--- src/rtl/sfc_pkg.sv ---
package sfc_pkg;

  localparam logic [7:0] OP_READ         = 8'h03;
  localparam logic [7:0] OP_PROGRAM      = 8'h02;
  localparam logic [7:0] OP_ERASE_SECTOR = 8'h20;
  localparam logic [7:0] OP_ERASE_ALL    = 8'hC7;
  localparam logic [7:0] OP_READ_PARAM   = 8'h5A;
  localparam logic [7:0] OP_WR_ENABLE    = 8'h06;
  localparam logic [7:0] OP_WR_DISABLE   = 8'h04;
  localparam logic [7:0] OP_READ_STATUS  = 8'h05;
  localparam logic [7:0] OP_READ_IDENT   = 8'h9F;

  localparam int unsigned MAX_ADDR_BYTES = 4;

  typedef enum logic [1:0] {
    BS_IDLE,
    BS_LOW,
    BS_HIGH
  } bit_state_e;

  typedef enum logic [1:0] {
    SQ_IDLE,
    SQ_SHIFT,
    SQ_NEXT,
    SQ_RELEASE
  } seq_state_e;

  typedef enum logic [1:0] {
    PH_OPCODE,
    PH_ADDR,
    PH_DATA
  } phase_e;

endpackage

--- src/rtl/sfc_half_timer.sv ---
module sfc_half_timer #(
  parameter int DIV_W = 8
) (
  input  logic             clk,
  input  logic             rst_n,
  input  logic             run,
  input  logic [DIV_W-1:0] half,
  output logic             tick
);

  logic [DIV_W-1:0] cnt;

  assign tick = run && (cnt == (half - DIV_W'(1)));

  always_ff @(posedge clk or negedge rst_n) begin
    if (!rst_n) begin
      cnt <= '0;
    end else if (!run || tick) begin
      cnt <= '0;
    end else begin
      cnt <= cnt + DIV_W'(1);
    end
  end

  AST_TICK_BOUND: assert property (@(posedge clk) disable iff (!rst_n)
    run |-> (cnt < half));

endmodule

--- src/rtl/sfc_bit_engine.sv ---
module sfc_bit_engine
  import sfc_pkg::*;
#(
  parameter int DIV_W = 8
) (
  input  logic             clk,
  input  logic             rst_n,
  input  logic             start,
  input  logic [7:0]       tx_byte,
  input  logic [DIV_W-1:0] half,
  input  logic             miso,
  output logic             sclk,
  output logic             mosi,
  output logic             byte_done,
  output logic [7:0]       rx_byte
);

  bit_state_e st;
  logic [7:0] tx_sr;
  logic [7:0] rx_sr;
  logic [2:0] bit_idx;
  logic       sclk_q;
  logic       done_q;
  logic       tick;

  sfc_half_timer #(.DIV_W(DIV_W)) u_timer (
    .clk   (clk),
    .rst_n (rst_n),
    .run   (st != BS_IDLE),
    .half  (half),
    .tick  (tick)
  );

  always_ff @(posedge clk or negedge rst_n) begin
    if (!rst_n) begin
      st      <= BS_IDLE;
      tx_sr   <= '0;
      rx_sr   <= '0;
      bit_idx <= '0;
      sclk_q  <= 1'b0;
      done_q  <= 1'b0;
    end else begin
      done_q <= 1'b0;
      case (st)
        BS_IDLE: begin
          if (start) begin
            tx_sr   <= tx_byte;
            bit_idx <= '0;
            st      <= BS_LOW;
          end
        end
        BS_LOW: begin
          if (tick) begin
            sclk_q <= 1'b1;
            rx_sr  <= {rx_sr[6:0], miso};
            st     <= BS_HIGH;
          end
        end
        BS_HIGH: begin
          if (tick) begin
            sclk_q <= 1'b0;
            if (bit_idx == 3'd7) begin
              st     <= BS_IDLE;
              done_q <= 1'b1;
            end else begin
              bit_idx <= bit_idx + 3'd1;
              tx_sr   <= {tx_sr[6:0], 1'b0};
              st      <= BS_LOW;
            end
          end
        end
        default: st <= BS_IDLE;
      endcase
    end
  end

  assign sclk      = sclk_q;
  assign mosi      = tx_sr[7];
  assign byte_done = done_q;
  assign rx_byte   = rx_sr;

  AST_MOSI_HOLD_HIGH: assert property (@(posedge clk) disable iff (!rst_n)
    (sclk_q && $past(sclk_q)) |-> $stable(tx_sr[7]));
  AST_START_WHEN_FREE: assert property (@(posedge clk) disable iff (!rst_n)
    start |-> (st == BS_IDLE) && !sclk_q);

endmodule

--- src/rtl/sfc_sequencer.sv ---
module sfc_sequencer
  import sfc_pkg::*;
#(
  parameter int DCNT_W = 16,
  parameter int DIV_W  = 8
) (
  input  logic              clk,
  input  logic              rst_n,
  input  logic [DIV_W-1:0]  sclk_div,
  input  logic              req_valid,
  output logic              req_ready,
  input  logic [7:0]        req_opcode,
  input  logic [2:0]        req_addr_cnt,
  input  logic [31:0]       req_addr,
  input  logic [DCNT_W-1:0] req_data_cnt,
  input  logic              req_is_read,
  input  logic              wr_valid,
  output logic              wr_ready,
  input  logic [7:0]        wr_data,
  output logic              rd_valid,
  input  logic              rd_ready,
  output logic [7:0]        rd_data,
  output logic              done,
  output logic              cs_n,
  output logic [DIV_W-1:0]  half,
  output logic              eng_start,
  output logic [7:0]        eng_tx,
  input  logic              eng_done,
  input  logic [7:0]        eng_rx
);

  localparam logic [2:0] ACNT_MAX = 3'(MAX_ADDR_BYTES);

  seq_state_e        st;
  phase_e            phase;
  logic [31:0]       addr_q;
  logic [2:0]        addr_left;
  logic [DCNT_W-1:0] data_left;
  logic              is_read_q;
  logic [DIV_W-1:0]  half_q;
  logic              cs_n_q;
  logic              done_q;
  logic              rd_valid_q;
  logic [7:0]        rd_data_q;
  logic              accept;
  logic [7:0]        addr_byte;
  logic [2:0]        acnt_eff;
  logic [DIV_W-1:0]  half_req;
  logic              data_phase_open;

  assign req_ready       = (st == SQ_IDLE);
  assign accept          = req_valid && req_ready;
  assign acnt_eff        = (req_addr_cnt > ACNT_MAX) ? ACNT_MAX : req_addr_cnt;
  assign half_req        = (sclk_div < DIV_W'(2)) ? DIV_W'(1) : (sclk_div >> 1);
  assign data_phase_open = (st == SQ_NEXT) && (addr_left == 3'd0) && (data_left != '0);
  assign wr_ready        = data_phase_open && !is_read_q;

  always_comb begin
    case (addr_left)
      3'd1:    addr_byte = addr_q[7:0];
      3'd2:    addr_byte = addr_q[15:8];
      3'd3:    addr_byte = addr_q[23:16];
      default: addr_byte = addr_q[31:24];
    endcase
  end

  always_comb begin
    eng_start = 1'b0;
    eng_tx    = 8'h00;
    if (accept) begin
      eng_start = 1'b1;
      eng_tx    = req_opcode;
    end else if (st == SQ_NEXT) begin
      if (addr_left != 3'd0) begin
        eng_start = 1'b1;
        eng_tx    = addr_byte;
      end else if (data_left != '0) begin
        if (is_read_q) begin
          eng_start = !rd_valid_q;
        end else if (wr_valid) begin
          eng_start = 1'b1;
          eng_tx    = wr_data;
        end
      end
    end
  end

  always_ff @(posedge clk or negedge rst_n) begin
    if (!rst_n) begin
      st         <= SQ_IDLE;
      phase      <= PH_OPCODE;
      addr_q     <= '0;
      addr_left  <= '0;
      data_left  <= '0;
      is_read_q  <= 1'b0;
      half_q     <= DIV_W'(1);
      cs_n_q     <= 1'b1;
      done_q     <= 1'b0;
      rd_valid_q <= 1'b0;
      rd_data_q  <= '0;
    end else begin
      done_q <= 1'b0;
      if (rd_valid_q && rd_ready) begin
        rd_valid_q <= 1'b0;
      end
      case (st)
        SQ_IDLE: begin
          if (accept) begin
            addr_q    <= req_addr;
            addr_left <= acnt_eff;
            data_left <= req_data_cnt;
            is_read_q <= req_is_read;
            half_q    <= half_req;
            cs_n_q    <= 1'b0;
            phase     <= PH_OPCODE;
            st        <= SQ_SHIFT;
          end
        end
        SQ_SHIFT: begin
          if (eng_done) begin
            if (phase == PH_DATA && is_read_q) begin
              rd_valid_q <= 1'b1;
              rd_data_q  <= eng_rx;
            end
            st <= SQ_NEXT;
          end
        end
        SQ_NEXT: begin
          if (eng_start) begin
            st <= SQ_SHIFT;
            if (addr_left != 3'd0) begin
              addr_left <= addr_left - 3'd1;
              phase     <= PH_ADDR;
            end else begin
              data_left <= data_left - DCNT_W'(1);
              phase     <= PH_DATA;
            end
          end else if (addr_left == 3'd0 && data_left == '0) begin
            cs_n_q <= 1'b1;
            st     <= SQ_RELEASE;
          end
        end
        SQ_RELEASE: begin
          done_q <= 1'b1;
          st     <= SQ_IDLE;
        end
        default: st <= SQ_IDLE;
      endcase
    end
  end

  assign rd_valid = rd_valid_q;
  assign rd_data  = rd_data_q;
  assign done     = done_q;
  assign cs_n     = cs_n_q;
  assign half     = half_q;

  AST_DONE_AFTER_RELEASE: assert property (@(posedge clk) disable iff (!rst_n)
    done_q |-> cs_n_q && $past(cs_n_q));
  AST_RD_HOLD: assert property (@(posedge clk) disable iff (!rst_n)
    (rd_valid_q && !rd_ready) |=> rd_valid_q && $stable(rd_data_q));
  AST_BYTE_INSIDE_SELECT: assert property (@(posedge clk) disable iff (!rst_n)
    eng_done |-> !cs_n_q);

endmodule

--- src/rtl/sfc_shifter.sv ---
module sfc_shifter
  import sfc_pkg::*;
#(
  parameter int DCNT_W = 16,
  parameter int DIV_W  = 8
) (
  input  logic              clk,
  input  logic              rst_n,
  input  logic [DIV_W-1:0]  sclk_div,
  input  logic              req_valid,
  output logic              req_ready,
  input  logic [7:0]        req_opcode,
  input  logic [2:0]        req_addr_cnt,
  input  logic [31:0]       req_addr,
  input  logic [DCNT_W-1:0] req_data_cnt,
  input  logic              req_is_read,
  input  logic              wr_valid,
  output logic              wr_ready,
  input  logic [7:0]        wr_data,
  output logic              rd_valid,
  input  logic              rd_ready,
  output logic [7:0]        rd_data,
  output logic              done,
  output logic              spi_cs_n,
  output logic              spi_sclk,
  output logic              spi_mosi,
  input  logic              spi_miso
);

  logic [DIV_W-1:0] half;
  logic             eng_start;
  logic [7:0]       eng_tx;
  logic             eng_done;
  logic [7:0]       eng_rx;

  sfc_sequencer #(.DCNT_W(DCNT_W), .DIV_W(DIV_W)) u_seq (
    .clk          (clk),
    .rst_n        (rst_n),
    .sclk_div     (sclk_div),
    .req_valid    (req_valid),
    .req_ready    (req_ready),
    .req_opcode   (req_opcode),
    .req_addr_cnt (req_addr_cnt),
    .req_addr     (req_addr),
    .req_data_cnt (req_data_cnt),
    .req_is_read  (req_is_read),
    .wr_valid     (wr_valid),
    .wr_ready     (wr_ready),
    .wr_data      (wr_data),
    .rd_valid     (rd_valid),
    .rd_ready     (rd_ready),
    .rd_data      (rd_data),
    .done         (done),
    .cs_n         (spi_cs_n),
    .half         (half),
    .eng_start    (eng_start),
    .eng_tx       (eng_tx),
    .eng_done     (eng_done),
    .eng_rx       (eng_rx)
  );

  sfc_bit_engine #(.DIV_W(DIV_W)) u_eng (
    .clk       (clk),
    .rst_n     (rst_n),
    .start     (eng_start),
    .tx_byte   (eng_tx),
    .half      (half),
    .miso      (spi_miso),
    .sclk      (spi_sclk),
    .mosi      (spi_mosi),
    .byte_done (eng_done),
    .rx_byte   (eng_rx)
  );

  AST_SCLK_ONLY_SELECTED: assert property (@(posedge clk) disable iff (!rst_n)
    spi_sclk |-> !spi_cs_n);
  AST_READY_MEANS_DESELECTED: assert property (@(posedge clk) disable iff (!rst_n)
    req_ready |-> spi_cs_n);
  AST_WR_TAKE_SCLK_LOW: assert property (@(posedge clk) disable iff (!rst_n)
    (wr_valid && wr_ready) |-> (!spi_sclk && !spi_cs_n));

endmodule

--- config.mk ---
export PLATFORM = sky130hd
export DESIGN_NAME = sfc_shifter
export DESIGN_NICKNAME = d
export VERILOG_FILES = /design/src/rtl/sfc_pkg.sv /design/src/rtl/sfc_half_timer.sv /design/src/rtl/sfc_bit_engine.sv /design/src/rtl/sfc_sequencer.sv /design/src/rtl/sfc_shifter.sv
export SDC_FILE = /design/constraint.sdc
export NUM_CORES = 1
export LEC_CHECK = 0
export BUFFER_PORTS_ARGS = -buffer_cell sky130_fd_sc_hd__buf_2
export CAP_MARGIN = 20
export CORE_MARGIN = 2
export CORE_UTILIZATION = 45
export CTS_BUF_LIST = sky130_fd_sc_hd__clkbuf_16
export CTS_CLUSTER_SIZE = 16
export DETAILED_ROUTE_END_ITERATION = 7
export PLACE_DENSITY = 0.68
export SLEW_MARGIN = 40
export SYNTH_ARGS = -nofsm -noshare
export SYNTH_HDL_FRONTEND = slang
export SYNTH_SLANG_ARGS = --single-unit
--- constraint.sdc ---
create_clock -name clk -period 6.15 [get_ports clk]
set_clock_uncertainty 0.2 [all_clocks]
set_input_delay 0.3075 -clock clk [delete_from_list [all_inputs] [get_ports clk]]
set_output_delay 0.3075 -clock clk [all_outputs]
set_load 0.02 [all_outputs]
Word level (Yosys, flattened, before mapping)
Index checks and enable logic that the tools add are counted.

storage, ports and cells
  flip-flop bits (word level) = 106
  input bits = 82
  output and inout port bits = 15
  word-level logic and storage cells = 142

cells by class
  add/subtract/negate cells = 5
  $lt $le $gt $ge = 2
  eq/ne operators = 23
  muxes and demuxes = 61
  reduce and logical (&&, ||, !) cells = 33

operator list
  cell                   count
  $mux 8                 10
  $mux 16                3
  $pmux 16 s2            1
  $pmux 8 s3             1
  $mux 3                 7
  $mux 1                 20
  $mux 2                 10
  $ne 2x2->1 const B     10
  $logic_not 16->1       1
  $pmux 8 s2             1
  $reduce_and 4->1       4
  $reduce_bool 16->1     1
  $sub 16x1->16 const B  1
  $reduce_and 3->1       5
  $pmux 3 s2             2
  $add 8x1->8 const B    1
  $eq 2x2->1 const B     4
  $eq 8x8->1             1
  $logic_and 1x1->1      8
  $lt 8x2->1 const B     1
  $pmux 2 s4             1
  $reduce_bool 2->1      4
  $sub 8x1->8 const B    1
  $mux 7                 1
  other kinds (18)       25

Longest topological paths before layout
Gate-level depths: netlist of the first run.

  depth after elaboration = 8
  depth in mapped cells = 10
  mapped depth without buffers = 8

Cells and area by module
A second synthesis of the first run with hierarchy kept.

unflattened totals
  cell total of the unflattened synthesis = 499
  area, all modules = 5477.8 um2

modules (own cells, without submodules)
  module          times used  cells each  area each (um2)  seq. area each (um2)
  sfc_sequencer   1           348         3764.9           1854.3
  sfc_bit_engine  1           75          1039.7           575.6
  sfc_half_timer  1           76          673.1            200.2

Worst setup path before layout of the first run
OpenSTA, ideal clock, no wires.

  kind = register -> register
  from = register u_seq.half_q[0], in the netlist u_seq.half[0]
  to = register u_eng.tx_sr[0]
  library setup time = 125 ps
  arrival time = 2523 ps
  data required time = 5825 ps
  path slack = 3302 ps
  stages on the path, launching flop included = 10
  buffers on the path = 1
  period minus slack after synthesis = 2848 ps
  cell sequence = dfstp_2 -> inv_1 -> ha_1 -> xor2_1 -> nand2_1 -> a2111oi_0 -> nor4b_4 -> a32o_2 -> buf_6 -> mux2_4

between the ends
  longest elaborated chain between the ends = 5

ends and longest elaborated chain
  element                     line                  source
  from (decl)                 sfc_sequencer.sv:40   logic [DIV_W-1:0] half_q;
  from (signal assigned)      sfc_sequencer.sv:113  half_q <= half_req;
  $sub 8x1->8                 sfc_half_timer.sv:13  assign tick = run && (cnt == (half - DIV_W'(1)));
  $eq 8x8->1                  sfc_half_timer.sv:13
  $logic_and 1x1->1           sfc_half_timer.sv:13
  $ne 2x2->1 (no line)        -
  $reduce_and 4->1 (no line)  -
  to (signal assigned)        sfc_bit_engine.sv:47  tx_sr <= tx_byte;
  to (signal assigned)        sfc_bit_engine.sv:67  tx_sr <= {tx_sr[6:0], 1'b0};
  to (decl)                   sfc_bit_engine.sv:19  logic [7:0] tx_sr;

No other way between the ends.
A chain may end at the register's enable or synchronous reset.

Final worst setup path of the first run
  from = register u_seq.half_q[0], in the netlist u_seq.half[0]
  to = register u_eng.bit_idx[0]

between the ends
  longest elaborated chain between the ends = 5

ends and longest elaborated chain
  element                     line                  source
  $sub 8x1->8                 sfc_half_timer.sv:13
  $eq 8x8->1                  sfc_half_timer.sv:13
  $logic_and 1x1->1           sfc_half_timer.sv:13
  $ne 2x2->1 (no line)        -
  $reduce_and 4->1 (no line)  -
  to (signal assigned)        sfc_bit_engine.sv:66  bit_idx <= bit_idx + 3'd1;
  to (decl)                   sfc_bit_engine.sv:21  logic [2:0] bit_idx;

No other way between the ends.

==> results of run 1 <==
[cells in the mapped netlist (3+ instances only)]
cell       number  area (um^2)
o311ai_0        3         26.3
o211ai_1        3         22.5
nor2b_1         6         37.5
mux2i_1         5         50.1
inv_1          22         82.6
clkbuf_1       27          101
nor3_1         23          115
nand2b_1        8         50.1
nand3_1        12         60.1
a222oi_1        7         70.1
o22ai_1         8         50.1
a2bb2oi_1       6         52.6
o21ai_0        27          135
or3_1           6         37.5
ha_1           14          175
nor2_1         21         78.8
mux2_4          5         75.1
xnor2_1         6         52.6
a221oi_1        5         43.8
nor3b_1         3         22.5
a211oi_1        5         37.5
xor2_1          9         78.8
nand3b_1        3         22.5
o22a_1          8         70.1
a221o_1         3         30.0
mux2_2         17          191
and3_1          5         31.3
nand2_1       137          514
and2_1          6         37.5
dfrtp_1       103         2580
a21oi_1        21          105
[sequential cells by signal (all words and copies together), names as in the netlist, 2 cells and up]
signal / count
u_seq.addr_q: 32
u_seq.data_left: 16
u_eng.rx_byte: 8
u_eng.tx_sr: 8
u_eng.u_timer.cnt: 8
u_seq.rd_data: 8
u_seq.half: 7
u_eng.bit_idx: 3
u_seq.addr_left: 3
u_eng.st: 2
u_seq.phase: 2
u_seq.st: 2
[area by class of cell]
cell class / count / area [um^2] / area share, %
clock buffers: 9 / 225 / 3.33
clock inverters: 7 / 110 / 1.63
inverters: 22 / 82.6 / 1.22
multi-input cells: 417 / 2610 / 38.5
flip-flops and latches: 105 / 2630 / 38.9
well taps: 147 / 184 / 2.72
repair buffers: 141 / 930 / 13.7
[power by group through the flow]
| stage | Combinational [mW] | Sequential, mW | Clock, mW |
|---|---|---|---|
| detailed placement | 0.608 | 1.04 | 0 |
| floorplan | 0.470 | 0.996 | 0 |
| global placement | 0.580 | 1.03 | 0 |
| global route | 0.717 | 1.05 | 0.696 |
| CTS | 0.631 | 1.03 | 0.662 |
| finish | 0.630 | 1.03 | 0.648 |
[cells in the final DEF, fill, tap and decap left out, types with 6 or more instances in the layout]
cell / instances
nor3_1: 22
clkbuf_16: 9
dlygate4sd3_1: 41
nor2_1: 21
and2_1: 6
o21ai_0: 27
xnor2_1: 6
nand3_1: 12
mux2_2: 17
a222oi_1: 7
o22ai_1: 8
dfrtp_1: 102
nand2b_1: 8
or3_1: 6
nand2_1: 137
ha_1: 13
xor2_1: 9
o22a_1: 8
buf_2: 94
a2bb2oi_1: 6
inv_1: 23
a21oi_1: 21
[kinds of logic (layout without fill, tap and decap cells)]
kind of cell | after synthesis | count (layout) | share of synthesized area (%)
and+or+nand+nor | 247 | 247 | 21.5
adders and majority gates | 14 | 14 | 3.22
muxes | 27 | 27 | 5.82
buffers and inverters | 52 | 179 | 3.87
DFF | 105 | 105 | 48.4
xor gates and xnor gates | 16 | 16 | 2.72
AOI/OAI and AO/OA | 113 | 113 | 14.5
[final timing paths]
path / from / to / slack, ns / cells after the start
hold / removal: sclk_div[1] / u_seq.half[0] / 0.02 / 3
min in group asynchronous: rst_n / u_seq.addr_q[0] / 0.28 / 2
setup reg to reg: u_seq.half[0] / u_eng.bit_idx[0] / 2.55 / 8
max in group asynchronous: rst_n / u_seq.st[1] / 4.48 / 3
hold reg to reg: u_eng.byte_done / u_seq.st[0] / 0.27 / 1
setup / recovery: u_seq.half[0] / u_eng.bit_idx[0] / 2.55 / 8
[metal layers]
metal | vias up | track usage [%]
met4 | 0 | 8.54
met2 | 105 | 35.8
met5 | - | 0
met3 | 23 | 3.56
met1 | 2244 | 28.6
li1 | 2254 | -
[worst max-delay path, delay by kind of cell, from the launching register on]
family          cells  cell delay (ns)
fa+ha+maj           1             0.31
buf+inv             1             0.08
xor+xnor            1             0.16
compound gates      2             0.96
flops               1             0.60
mux                 1             0.38
simple gates        2             0.79
==> results.json, run 1 <==
{
  "synth-async-reset-ratio_pct": 100,
  "highest-signal-layer": "met4",
  "cts.clk_slew.worst_paths_ns": 0.07,
  "crit_chain": "inv_1 -> ha_1 -> xor2_1 -> nand2_1 -> a2111oi_0 -> nor4b_4 -> a32o_2 -> mux2_2",
  "pwr-share-seq_pct": 44.7,
  "tightest_slew_ns": 0.790,
  "slew_headroom_pct": 47.1,
  "syn_to_final_growth_pct": 24.6,
  "ys_seq_elements": 105,
  "die_h_um": 114,
  "setup_violations": 0,
  "dp_hpwl_mm": 8.84,
  "clock-sinks": 105,
  "synth_edf_count": 0,
  "numPortBuffers": 95,
  "grt.total_usage_pct": 21.6,
  "crit_path_max_fanout": 15,
  "wire_per_inst_um": 15.7,
  "p_leak_nw": 3.22,
  "ys_types": 60,
  "vias_per_cell": 5.46,
  "final_util_pct": 56.9,
  "worst_slack_ns": 2.55,
  "p_per_area_mw_per_mm2": 341,
  "vias": 4626,
  "ys_warn_count": 0,
  "cpPeakStageDelay_ns": 0.73,
  "dieArea_mm2": 0.0130,
  "cts_resized": 0,
  "ios": 97,
  "clk_path_buf_depth": 2,
  "syn_nets": 670,
  "end_kind": "register",
  "cts_tree": "yes",
  "clock_tree.root_cell": "clkbuf_16",
  "p_int_mw": 1.56,
  "rows": 40,
  "grt-ovfl-total": 0,
  "coreArea_mm2": 0.0119,
  "m1WireLength_mm": 6.06,
  "status": "completed",
  "drt-pass1-iter-count": 5,
  "ctsHoldBuffers": 41,
  "timing.fmax_ghz": 0.278,
  "synth_ff_type": "dfrtp_1",
  "routed_wl_mm": 13.3,
  "rsz0062_at_grt": "false",
  "antenna_found_initial": 0,
  "stdcell_area_mm2": 0.00677,
  "cap_viol_max_count": 0,
  "cts_buffers": 9,
  "switching_share_pct": 32.6,
  "initial_core_util_pct": 45.6,
  "drt-initial-drc-count": 265,
  "hold_ws_ns": 0.0189,
  "worstHoldPathType": "in2reg",
  "post-cts-setup-buffer-count": 0,
  "crit_arrival_ns": 3.63,
  "die_w_um": 114,
  "synth_cells": 574,
  "antenna_cells": 0,
  "p_clk_share_pct": 28.1,
  "instances_no_fill": 848,
  "fin_crit_ns": 3.60,
  "criticalPathCategory": "reg2reg",
  "gp_congestion": 0.793,
  "start_kind": "register",
  "met3_length_um": 449,
  "antenna_left": 0,
  "ys_seq_area_share_pct": 48.4,
  "syn_avg_cell_area_um2": 9.47,
  "grt_pass1_wl_mm": 22.1,
  "drc": 0,
  "hold_viol": 0,
  "dpl.cell_count": 791,
  "power.total_mw": 2.31,
  "slowest_stage": "nor4b_4",
  "grt_pass1_vias": 4672,
  "finalCritPeriodShare_pct": 58.5,
  "insertion_delay_ns": 0.35,
  "required_ns": 6.18,
  "syn_area_mm2": 0.00544,
  "tns_ns": 0,
  "slew_violations": 0,
  "peakVddDrop_uv": 195,
  "place_area_mm2": 0.00601,
  "fin_nets": 792,
  "p_switching_mw": 0.752,
  "grt_max_degree": 65,
  "nFillCells": 1062,
  "h-tree-depth": 3,
  "p_comb_share_pct": 27.3,
  "wl_met2_mm": 6.55,
  "dp_slack_ns": 2.55,
  "drive_gt1_share_pct": 22.1
}
(Power assumes the default switching activity.)
==> run 2, diff against run 1 <==
PLACE_DENSITY = 0.7   (was 0.68)
clock period = 3.1 ns   (was 6.15 ns; I/O delays follow)
==> results.json, run 2 (synthesis results as in run 1) <==
{
  "end_kind": "register",
  "place_area_mm2": 0.00609,
  "worstHoldPathType": "in2reg",
  "mostFrequentLayoutCell": "nand2_1",
  "die_w_um": 114,
  "tightest_slew_ns": 0.753,
  "dp_hpwl_mm": 9.10,
  "regToRegStartpoint": "u_seq.half[0]",
  "clock_tree.root_cell": "clkbuf_16",
  "timing.fmax_ghz": 0.340,
  "tns_ns": 0,
  "r2r_end": "u_eng.tx_sr[2]",
  "crit_arrival_ns": 2.97,
  "grt_pass1_vias": 4765,
  "dieArea_mm2": 0.0130,
  "p_clk_share_pct": 25.4,
  "p_per_area_mw_per_mm2": 638,
  "coreArea_mm2": 0.0119,
  "ios": 97,
  "crit_path_max_fanout": 6,
  "grt.total_usage_pct": 21.6,
  "largest_reg_flops": 32,
  "p_comb_share_pct": 29.2,
  "cts_tree": "yes",
  "hold_ws_ns": 0.0277,
  "drt-initial-drc-count": 270,
  "setup_violations": 0,
  "min_from": "req_opcode[0]",
  "grt_pass1_wl_mm": 22.7,
  "h-tree-depth": 3,
  "clock-sinks": 105,
  "vias_per_cell": 5.47,
  "p_switching_mw": 1.52,
  "cts_buffers": 9,
  "criticalPathCategory": "reg2reg",
  "insertion_delay_ns": 0.34,
  "power.total_mw": 4.49,
  "p_int_mw": 2.97,
  "hold_viol": 0,
  "mostFrequentLayoutCells": "nand2_1, dfrtp_1, buf_2",
  "status": "completed",
  "cts.clk_slew.worst_paths_ns": 0.07,
  "worst_slack_ns": 0.159,
  "finalCritPeriodShare_pct": 94.9,
  "antenna_left": 0,
  "pwr-share-seq_pct": 45.4,
  "dpl.cell_count": 799,
  "slew_headroom_pct": 49.7,
  "instances_no_fill": 879,
  "post-cts-setup-buffer-count": 0,
  "regMostFlops": "u_seq.addr_q",
  "dp_slack_ns": 0.0323,
  "wire_per_inst_um": 15.3,
  "syn_to_final_growth_pct": 29.5,
  "clk_path_buf_depth": 2,
  "required_ns": 3.13,
  "routed_wl_mm": 13.5,
  "vias": 4810,
  "rr_worst_depth": 9,
  "reg_top3": "u_seq.addr_q x32, u_seq.data_left x16",
  "hold_depth": 4,
  "initial_core_util_pct": 45.6,
  "drc": 0,
  "p_leak_nw": 3.35,
  "start_kind": "register",
  "peakVddDrop_uv": 272,
  "switching_share_pct": 33.9,
  "final_util_pct": 59.1,
  "grt_max_degree": 56,
  "gp_congestion": 0.823,
  "min_to": "u_eng.tx_sr[0]",
  "cap_viol_max_count": 0,
  "numPortBuffers": 95,
  "drive_gt1_share_pct": 22.3,
  "stdcell_area_mm2": 0.00704,
  "rsz0062_at_grt": "false",
  "rows": 40,
  "r2r_slack_ns": 0.16,
  "fin_crit_ns": 2.94,
  "fin_nets": 823,
  "drt-pass1-iter-count": 8,
  "grt-ovfl-total": 0,
  "slew_violations": 0,
  "antenna_cells": 0,
  "antenna_found_initial": 0,
  "die_h_um": 114
}
[run 2: worst max path at each step]
stage	slack, ns	end	depth (start not counted)	startpoint
2_1_floorplan	0.25	u_eng.tx_sr[0]	9	u_seq.half[0]
3_3_place_gp	0.12	u_eng.rx_byte[1]	9	u_seq.half[0]
3_5_place_dp	0.03	u_eng.rx_byte[3]	9	u_seq.half[0]
4_1_cts	0.02	u_eng.rx_byte[6]	9	u_seq.half[0]
5_1_grt	0.005	u_eng.tx_sr[6]	9	u_seq.half[0]
6_report	0.16	u_eng.tx_sr[2]	9	u_seq.half[0]
[run 2: timing repair]
action | 4_1_cts | 5_1_grt
setup endpoints to repair | 0 | 8
gates resized for setup | 0 | 2
hold endpoints to repair | 113 | 0
hold buffers | 64 | 0
[run 2: power by group through the flow]
stage / Clock [mW] / Combinational [mW] / Sequential (mW)
after floorplan: 0 / 0.932 / 1.98
after global placement: 0 / 1.18 / 2.04
after detailed placement: 0 / 1.24 / 2.05
after CTS: 1.17 / 1.31 / 2.03
after global routing: 1.24 / 1.49 / 2.09
final: 1.14 / 1.31 / 2.04
[run 2: area by class of cell]
| cell class | count | area, um^2 |
|---|---|---|
| tap | 147 | 184 |
| timing repair buffer | 172 | 1230 |
| multi-input combinational | 417 | 2620 |
| inverter | 22 | 82.6 |
| clock inverter | 7 | 70.1 |
| sequential | 105 | 2630 |
| fill | 1042 | 4870 |
| clock buffer | 9 | 225 |
[run 2: critical path, stage by stage, from the launching register on]
cell       delay [ns]
dfstp_2          0.59
inv_1            0.08
ha_1             0.31
xor2_1           0.17
nand2_1          0.07
a2111oi_0        0.38
nor4b_4          0.30
a32o_2           0.24
buf_4            0.18
mux2_4           0.31
[run 2: routing by layer]
metal | vias to the layer above | routed length, um | global-route usage, %
met4 | 0 | 168 | 5.53
met1 | 2326 | 5930 | 29.2
met3 | 16 | 747 | 3.88
li1 | 2321 | - | -
met2 | 147 | 6630 | 36.3
met5 | - | 0 | 0
==> run 3, diff against run 2 <==
CELL_PAD_IN_SITES_DETAIL_PLACEMENT = 0   (was default)
CELL_PAD_IN_SITES_GLOBAL_PLACEMENT = 1   (was default)
CORE_UTILIZATION = 39   (was 45)
MAX_ROUTING_LAYER = met4   (was default)
PLACE_DENSITY = 0.78   (was 0.7)
SLEW_MARGIN = default   (was 40)
==> results.json, run 3 (synthesis results as in run 1) <==
{
  "cp.buffers_inverters": 2,
  "p_int_mw": 2.96,
  "cts.clk_slew.worst_paths_ns": 0.07,
  "wire_per_inst_um": 14.9,
  "grt.total_usage_pct": 20.2,
  "start_kind": "register",
  "p_switching_mw": 1.50,
  "rsz0062_at_grt": "false",
  "crit_arrival_ns": 2.94,
  "routed_wl_mm": 13.7,
  "syn_to_final_growth_pct": 30.8,
  "regMostFlops": "u_seq.addr_q",
  "vias_per_cell": 5.20,
  "required_ns": 3.13,
  "criticalPathCategory": "reg2reg",
  "pwr-share-seq_pct": 45.4,
  "dp_slack_ns": 0.108,
  "drc": 0,
  "dieArea_mm2": 0.0149,
  "numPortBuffers": 95,
  "die_w_um": 122,
  "ios": 97,
  "grt_max_degree": 63,
  "antenna_cells": 0,
  "initial_core_util_pct": 39.6,
  "hold_viol": 0,
  "cts_tree": "yes",
  "gp_congestion": 0.832,
  "tns_ns": 0,
  "rows": 43,
  "dpl.cell_count": 834,
  "h-tree-depth": 3,
  "drt-pass1-iter-count": 5,
  "stdcell_area_mm2": 0.00711,
  "antenna_left": 0,
  "dp_hpwl_mm": 9.41,
  "grt_pass1_wl_mm": 22.9,
  "place_area_mm2": 0.00614,
  "crit_family": "simple AND/OR/NAND/NOR gates",
  "mostFrequentLayoutCell": "nand2_1",
  "vias": 4760,
  "coreArea_mm2": 0.0137,
  "status": "completed",
  "insertion_delay_ns": 0.36,
  "grt_pass1_vias": 4755,
  "switching_share_pct": 33.6,
  "finalCritPeriodShare_pct": 93.8,
  "r2r_slack_ns": 0.19,
  "peakVddDrop_uv": 327,
  "p_leak_nw": 3.36,
  "cts_buffers": 9,
  "mostFrequentLayoutCells": "nand2_1, dfrtp_1, buf_2",
  "clock_tree.root_cell": "clkbuf_16",
  "reg_top3": "u_seq.addr_q x32, u_seq.data_left x16",
  "crit_path_max_fanout": 14,
  "end_kind": "register",
  "worst_slack_ns": 0.194,
  "fin_nets": 827,
  "slew_violations": 0,
  "largest_reg_flops": 32,
  "timing.fmax_ghz": 0.344,
  "worstHoldPathType": "in2reg",
  "antenna_found_initial": 0,
  "cap_viol_max_count": 0,
  "clock-sinks": 105,
  "p_per_area_mw_per_mm2": 628,
  "clk_path_buf_depth": 2,
  "cpPeakStageDelay_ns": 0.53,
  "drt-initial-drc-count": 247,
  "slew_headroom_pct": 46.6,
  "fin_crit_ns": 2.91,
  "drive_gt1_share_pct": 22.1,
  "die_h_um": 122,
  "instances_no_fill": 916,
  "p_comb_share_pct": 29.3,
  "grt-ovfl-total": 0,
  "crit_chain": "inv_1 -> ha_1 -> xor2_1 -> nand2_1 -> a2111oi_0 -> nor4b_4 -> buf_4 -> nand3_4 -> mux2_2",
  "tightest_slew_ns": 0.801,
  "setup_violations": 0,
  "slowest_stage": "dfstp_2",
  "p_clk_share_pct": 25.4
}
run 3: cell types whose count changed in the layout (fill, tap and decap cells not counted), sizes merged:
cell and change:
clkinvlp +1, dlygate4sd3 +1, clkinv -1, buf +3
run 3: power by group through the flow:
stage,clock network (mW),logic (mW),registers (mW)
after floorplan,0,0.932,1.98
after global placement,0,1.19,2.04
after detailed placement,0,1.23,2.05
after CTS,1.16,1.30,2.02
after global routing,1.22,1.49,2.08
final,1.13,1.31,2.03
run 3: worst reg2reg max path, stage by stage (launching register included):
cell,delay [ns]
dfstp_2,0.53
inv_1,0.05
ha_1,0.30
xor2_1,0.16
nand2_1,0.06
a2111oi_0,0.41
nor4b_4,0.30
buf_4,0.25
nand3_4,0.18
mux2_2,0.33
run 3: worst paths after layout:
check	start	endpoint	depth (start not counted)
max in group asynchronous	rst_n	u_seq.cs_n	3
worst min register to register	u_seq.addr_q[31]	u_seq.addr_q[31]	2
worst max-delay path	u_seq.half[0]	u_eng.rx_byte[3]	9
worst max register to register	u_seq.half[0]	u_eng.rx_byte[3]	9
worst min-delay path	req_addr_cnt[1]	u_seq.addr_left[1]	5
min in group asynchronous	rst_n	u_seq.addr_q[23]	2
run 3: what timing repair did:
action,in CTS,in global routing
setup buffers,0,1
gates resized for setup,0,1
setup endpoints to repair,0,10
hold endpoints to repair,123,0
hold buffers,65,0
run 3: through the flow:
step | hold slack [ns] | util [%] | total power [mW]
2_1_floorplan | -0.341 | - | 2.91
3_3_place_gp | 0.0940 | 44.8 | 3.23
3_5_place_dp | 0.106 | 44.8 | 3.28
4_1_cts | 0.00223 | 51.6 | 4.49
5_1_grt | 0.0378 | 51.8 | 4.78
6_report | 0.00137 | 51.8 | 4.46
run 3: cell type report:
| cell class | instances | area (um^2) |
|---|---|---|
| Clock inverter | 7 | 63.8 |
| Inverter | 22 | 82.6 |
| Timing Repair Buffer | 176 | 1270 |
| Fill cell | 1297 | 6610 |
| Multi-Input combinational cell | 417 | 2610 |
| Sequential cell | 105 | 2630 |
| Clock buffer | 9 | 225 |
| Tap cell | 180 | 225 |
run 3: routing by layer:
layer	up-vias	part of all wire, %	track usage, %
met1	2306	47	26.0
li1	2334	-	-
met2	104	47	32.3
met5	-	0	-
met4	0	1.3	4.96
met3	16	4.6	4.68
